**src/rtl/uart_irq_ident.sv**
```systemverilog
module uart_irq_ident (
  input  logic       clk,
  input  logic       rst_n,
  input  logic       line_err,
  input  logic       lsr_read,
  input  logic       rx_ready,
  input  logic       hold_empty,
  input  logic       hold_write,
  input  logic       modem_delta,
  input  logic       msr_read,
  input  logic [3:0] int_en,
  input  logic       fifo_on,
  input  logic       out2,
  input  logic       ident_read,
  output logic [7:0] ident,
  output logic       irq
);

  logic ls_q, ms_q, th_q, empty_q, th_en_q;
  logic [1:0] code;

  wire       empty_rise = hold_empty & ~empty_q;
  wire       en_rise    = int_en[1] & ~th_en_q & hold_empty;
  wire [3:0] act        = int_en & {ms_q, ls_q, th_q, rx_ready};
  wire       pend       = |act;
  wire       th_shown   = pend && (code == 2'b01);

  always_comb begin
    if (act[2])      code = 2'b11;
    else if (act[0]) code = 2'b10;
    else if (act[1]) code = 2'b01;
    else             code = 2'b00;
  end

  always_ff @(posedge clk or negedge rst_n) begin
    if (!rst_n) begin
      ls_q    <= 1'b0;
      ms_q    <= 1'b0;
      th_q    <= 1'b0;
      empty_q <= 1'b1;
      th_en_q <= 1'b0;
    end else begin
      ls_q    <= line_err | (ls_q & ~lsr_read);
      ms_q    <= modem_delta | (ms_q & ~msr_read);
      th_q    <= empty_rise | en_rise |
                 (th_q & ~hold_write & ~(ident_read & th_shown));
      empty_q <= hold_empty;
      th_en_q <= int_en[1];
    end
  end

  assign ident = {{2{fifo_on}}, 3'b000, code, ~pend};
  assign irq   = out2 & pend;


  irq_gate_chk: assert property (@(posedge clk) disable iff (!rst_n)
    irq |-> (out2 && !ident[0]));


  rx_rank_chk: assert property (@(posedge clk) disable iff (!rst_n)
    (rx_ready && int_en[0]) |-> (!ident[0] && ident[2]));


  hold_write_clr_chk: assert property (@(posedge clk) disable iff (!rst_n)
    (hold_write && !hold_empty) |=> (ident[2:0] != 3'b010));


  ls_clr_chk: assert property (@(posedge clk) disable iff (!rst_n)
    (lsr_read && !line_err) |=> (ident[2:0] != 3'b110));


  ms_clr_chk: assert property (@(posedge clk) disable iff (!rst_n)
    (msr_read && !modem_delta) |=> (ident[2:0] != 3'b000));

endmodule

```
**config.mk**
```make
export PLATFORM = sky130hd
export DESIGN_NAME = uart_irq_ident
export DESIGN_NICKNAME = d
export VERILOG_FILES = /design/src/rtl/uart_irq_ident.sv
export SDC_FILE = /design/constraint.sdc
export NUM_CORES = 1
export LEC_CHECK = 0
export ABC_AREA = 1
export BUFFER_PORTS_ARGS = -buffer_cell sky130_fd_sc_hd__buf_2
export CORE_AREA = 3 3 40 42
export CTS_CLUSTER_DIAMETER = 120
export DETAILED_ROUTE_END_ITERATION = 10
export DIE_AREA = 0 0 43 45
export GPL_TIMING_DRIVEN = 1
export PLACE_DENSITY = 0.6
export SLEW_MARGIN = 20
export SYNTH_ARGS = -nofsm -noshare
export SYNTH_HDL_FRONTEND = slang
export SYNTH_SLANG_ARGS = --single-unit
```
**constraint.sdc**
```tcl
create_clock -name clk -period 0.9 [get_ports clk]
set_input_delay 0.135 -clock clk [delete_from_list [all_inputs] [get_ports clk]]
set_output_delay 0.135 -clock clk [all_outputs]
set_load 0.01 [all_outputs]
```
== Word level (Yosys, flattened, before mapping) ==
Cells that the tools add are included.
Storage, ports and cells
  register bits: 5
  input port bits: 16
  logic and storage cells: 32
Cells by class
  equal/unequal tests: 1
  mux-type cells: 3
  bitwise operators: 21
  reduce and logical (&&, ||, !) cells: 2
Operator list (number)
  1-bit AND: 9
  1-bit inverter: 7
  4-bit AND: 1
  2-bit 2-to-1 mux: 2
  1-bit bitwise OR: 4
  4-bit OR reduction: 1
  2-bit by 1-bit == test with 1-bit output (second input constant): 1
  1-bit logical AND: 1
  1-bit 2-to-1 mux: 1

== Longest topological paths before layout ==
  word-level depth: 10
  gate-level depth with buffers: 4
  gate-level depth less buffers: 4

== Worst setup path after synthesis ==
OpenSTA, ideal clock, no wires.
  path type: reg2out
  start: register ls_q
  end: output port irq
  arrival time: 0.771 ns
  data required time: 0.765 ns
  setup slack: -0.006 ns
  cell stages (with the launch flop): 5
  buffers on the path: 0
  path through: dfrtp_1 > nand2_2 > nand2_2 > nor2_2 > nor2_2
Between the ends
  longest elaborated chain between the ends: 3
Ends and longest elaborated chain
  start, declared: line 19  | logic ls_q, ms_q, th_q, empty_q, th_en_q;
  start signal, assigned: line 43  | ls_q <= line_err | (ls_q & ~lsr_read);
  4-bit AND: line 24  | wire [3:0] act = int_en & {ms_q, ls_q, th_q, rx_ready};
  4-bit OR reduction: line 25  | wire pend = |act;
  1-bit AND: line 53  | assign irq = out2 & pend;
  end, declared: line 16  | output logic irq
Every way passes these cells.

== Worst setup path after layout ==
Same ends and word-level chain as after synthesis.

==> summary.md <==
| Metric | Value |
|---|---|
| Status | `finished with violations` |
| Violations in the final reports | `negative setup slack` |
| Clock buffer count from CTS | `3` |
| Final setup margin | `-0.257 ns` |
| First-pass GRT wire length | `910 µm` |
| GP Congestion | `0.698` |
| Pwr dens | `1470 nW/µm²` |
| Core area | `1280 µm²` |
| H-tree Lvls | `1` |
| Sequential element share of the synthesized area | `0.447` |
| Clock slew at reported path FFs | `0.05 ns` |
| Slew Viols, Final | `0` |
| Ys Warns | `0` |
| IO Pins | `25` |
| Initial antenna violation count | `0` |
| RSZ-0062 raised after global routing | `yes` |
| WS Path Type | `reg -> out` |
| Synthesized flop and latch total | `5` |
| Die ar. | `1940 µm²` |
| ANT cells | `0` |
| Fmax | `864 MHz` |
| Syn Area/Cell | `8.32 µm²` |
| Compound-cell area share of the yosys netlist | `0.102` |
| Placed Area | `374 µm²` |
| GR Overflow Total | `0` |
| Largest family of logic cells by synthesized area | `simple AND/OR/NAND/NOR gates` |
| Tmin final | `1.16 ns` |
| Top-area cell type share of the netlist area | `0.354` |
| Worst Path Arrival | `1.02 ns` |
| Hold Crit Class | `in -> reg` |
| Share of cells above drive strength 1 | `0.614` |
| Fin crit share | `1.29` |
| Setup WS pre-CTS | `-0.0203 ns` |
| Largest net degree at the start of global routing | `6` |
| Final setup violation count | `5` |
| Routed WL | `601 µm` |
| Commonest cells after routing, fill and taps aside | `buf_2, nand2_1, inv_1, dfrtp_1` |
| Nets | `74` |
| Final hold viol count | `0` |
| Clk_lat worst skew | `0.24 ns` |
| Number of global-route vias before repair | `228` |
| Avg WL per Cell | `8.35 µm` |
| Min Hold Slack | `0.0658 ns` |
| DRT Pass-1 Iters | `2` |
| Sum Neg Setup Slack | `-0.886 ns` |
| Layout area overhead | `61.5%` |
| Critical Path Start Type | `flop` |
| Top post-synthesis cells by area | `dfrtp_1, buf_4, dfstp_2` |
| Antenna Violating Nets Remaining | `0` |
| CTS tree | `built` |
| Initial core utilization | `0.220` |
| Port Buffers | `18` |
| IR drop worst, VDD | `0.000655 V` |
| Gr usage total | `0.0643` |
| Largest buffer count on any clock path | `2` |
| Synth Area in Adders | `0` |
| DRC Markers | `0` |
| Netlist cell types | `13` |
| Area share of and/or/nand/nor cells after synthesis | `0.239` |
| CP required | `0.76 ns` |
| Clock sinks | `5` |
| Via count | `263` |
| Synth Instances | `34` |
| Worst setup EP type | `output pin` |
| Xor/xnor cell area share of the yosys netlist | `0` |
| Leakage power | `0.258 nW` |
| Post-detail-place hpwl | `502 µm` |
| Design Area, Final | `457 µm²` |
| Fraction of synthesized area in multiplexers | `0` |
| Max-Cap Viols | `0` |
| Worst Path Max Fanout | `3` |
| # rows | `13` |
| Via density | `3.65` |
| DIE WIDTH | `43 µm` |
| Die Span Y | `45 µm` |
| Drt first-iter violations | `2` |
| Register-to-Register Setup Slack | `-0.06 ns` |
| Design Power | `0.670 mW` |
| CTS root buf | `clkbuf_4` |
| Commonest non-fill, non-tap cell in the layout | `buf_2` |
| Synth area leader | `dfrtp_1` |
| Synthesized area | `283 µm²` |
| Clock Skew | `0.00758 ns` |
[metrics by stage]
| stage | cells | util |
|---|---|---|
| after global routing | 72 | 0.355 |
| after detailed placement | 65 | 0.291 |
| after CTS | 72 | 0.339 |
| after global placement | 65 | 0.291 |
| after floorplan | 36 | - |
| final | 72 | 0.355 |
[state kept, by name, summed over array words and instances (netlist names)]
name     cells
ls_q         1
ms_q         1
th_q         1
empty_q      1
th_en_q      1
[routing by layer]
layer	GRT usage	wire [µm]	share of wire
met5	0	0	0
met4	0.0361	0	0
met3	0.0279	69	0.11
met2	0.0988	309	0.51
met1	0.0754	223	0.37
[critical path, cell delays in order, from the launching register on]
cell,delay (ns)
dfrtp_1,0.38
nand2_2,0.09
nand2_4,0.07
nor2_4,0.09
nor2_2,0.03
buf_2,0.12
[kinds of logic (layout without fill, tap and decap cells)]
logic type	count (synthesis)	after routing
DFF	5	5
buffers and inverters	10	31
and+or+nand+nor	14	14
AOI/OAI and AO/OA	4	4
other	1	3
[cells in the mapped netlist]
master    instances
nor2_2            2
buf_4             5
o21ai_2           1
o21ai_1           1
dfstp_2           1
nand2_1           6
o21bai_1          2
nor2_1            1
nand2_2           3
inv_1             5
conb_1            1
dfrtp_1           4
nand3_1           2
[worst paths after layout]
check,start,to,cells past startpoint
min,msr_read,ms_q,2
max reg2reg,th_q,th_q,6
max in group asynchronous,rst_n,empty_q,2
min in group asynchronous,rst_n,th_en_q,2
max,ls_q,irq,5
min reg2reg,ms_q,ms_q,2
[cell type report]
class | count | area [µm²]
Clock buffer | 3 | 22.5
Clock inverter | 1 | 5.00
Fill cell | 144 | 828
Inverter | 5 | 18.8
Multi-Input combinational cell | 21 | 130
Sequential cell | 5 | 126
Tap cell | 15 | 18.8
Timing Repair Buffer | 22 | 135
[power by group]
part,internal [mW],switching (mW)
clock,0.161,0.0965
sequential,0.242,0.00848
combinational,0.0830,0.0784
[what timing repair did]
| action | CTS | global route |
|---|---|---|
| pin swaps | 1 | 1 |
| resized for setup | 2 | 5 |
| setup buffers | 1 | 0 |
| hold buffers | 2 | 0 |
| hold endpoints to repair | 6 | 0 |
| setup endpoints to repair | 4 | 5 |
Note: power is estimated with default switching activity, not from simulation.
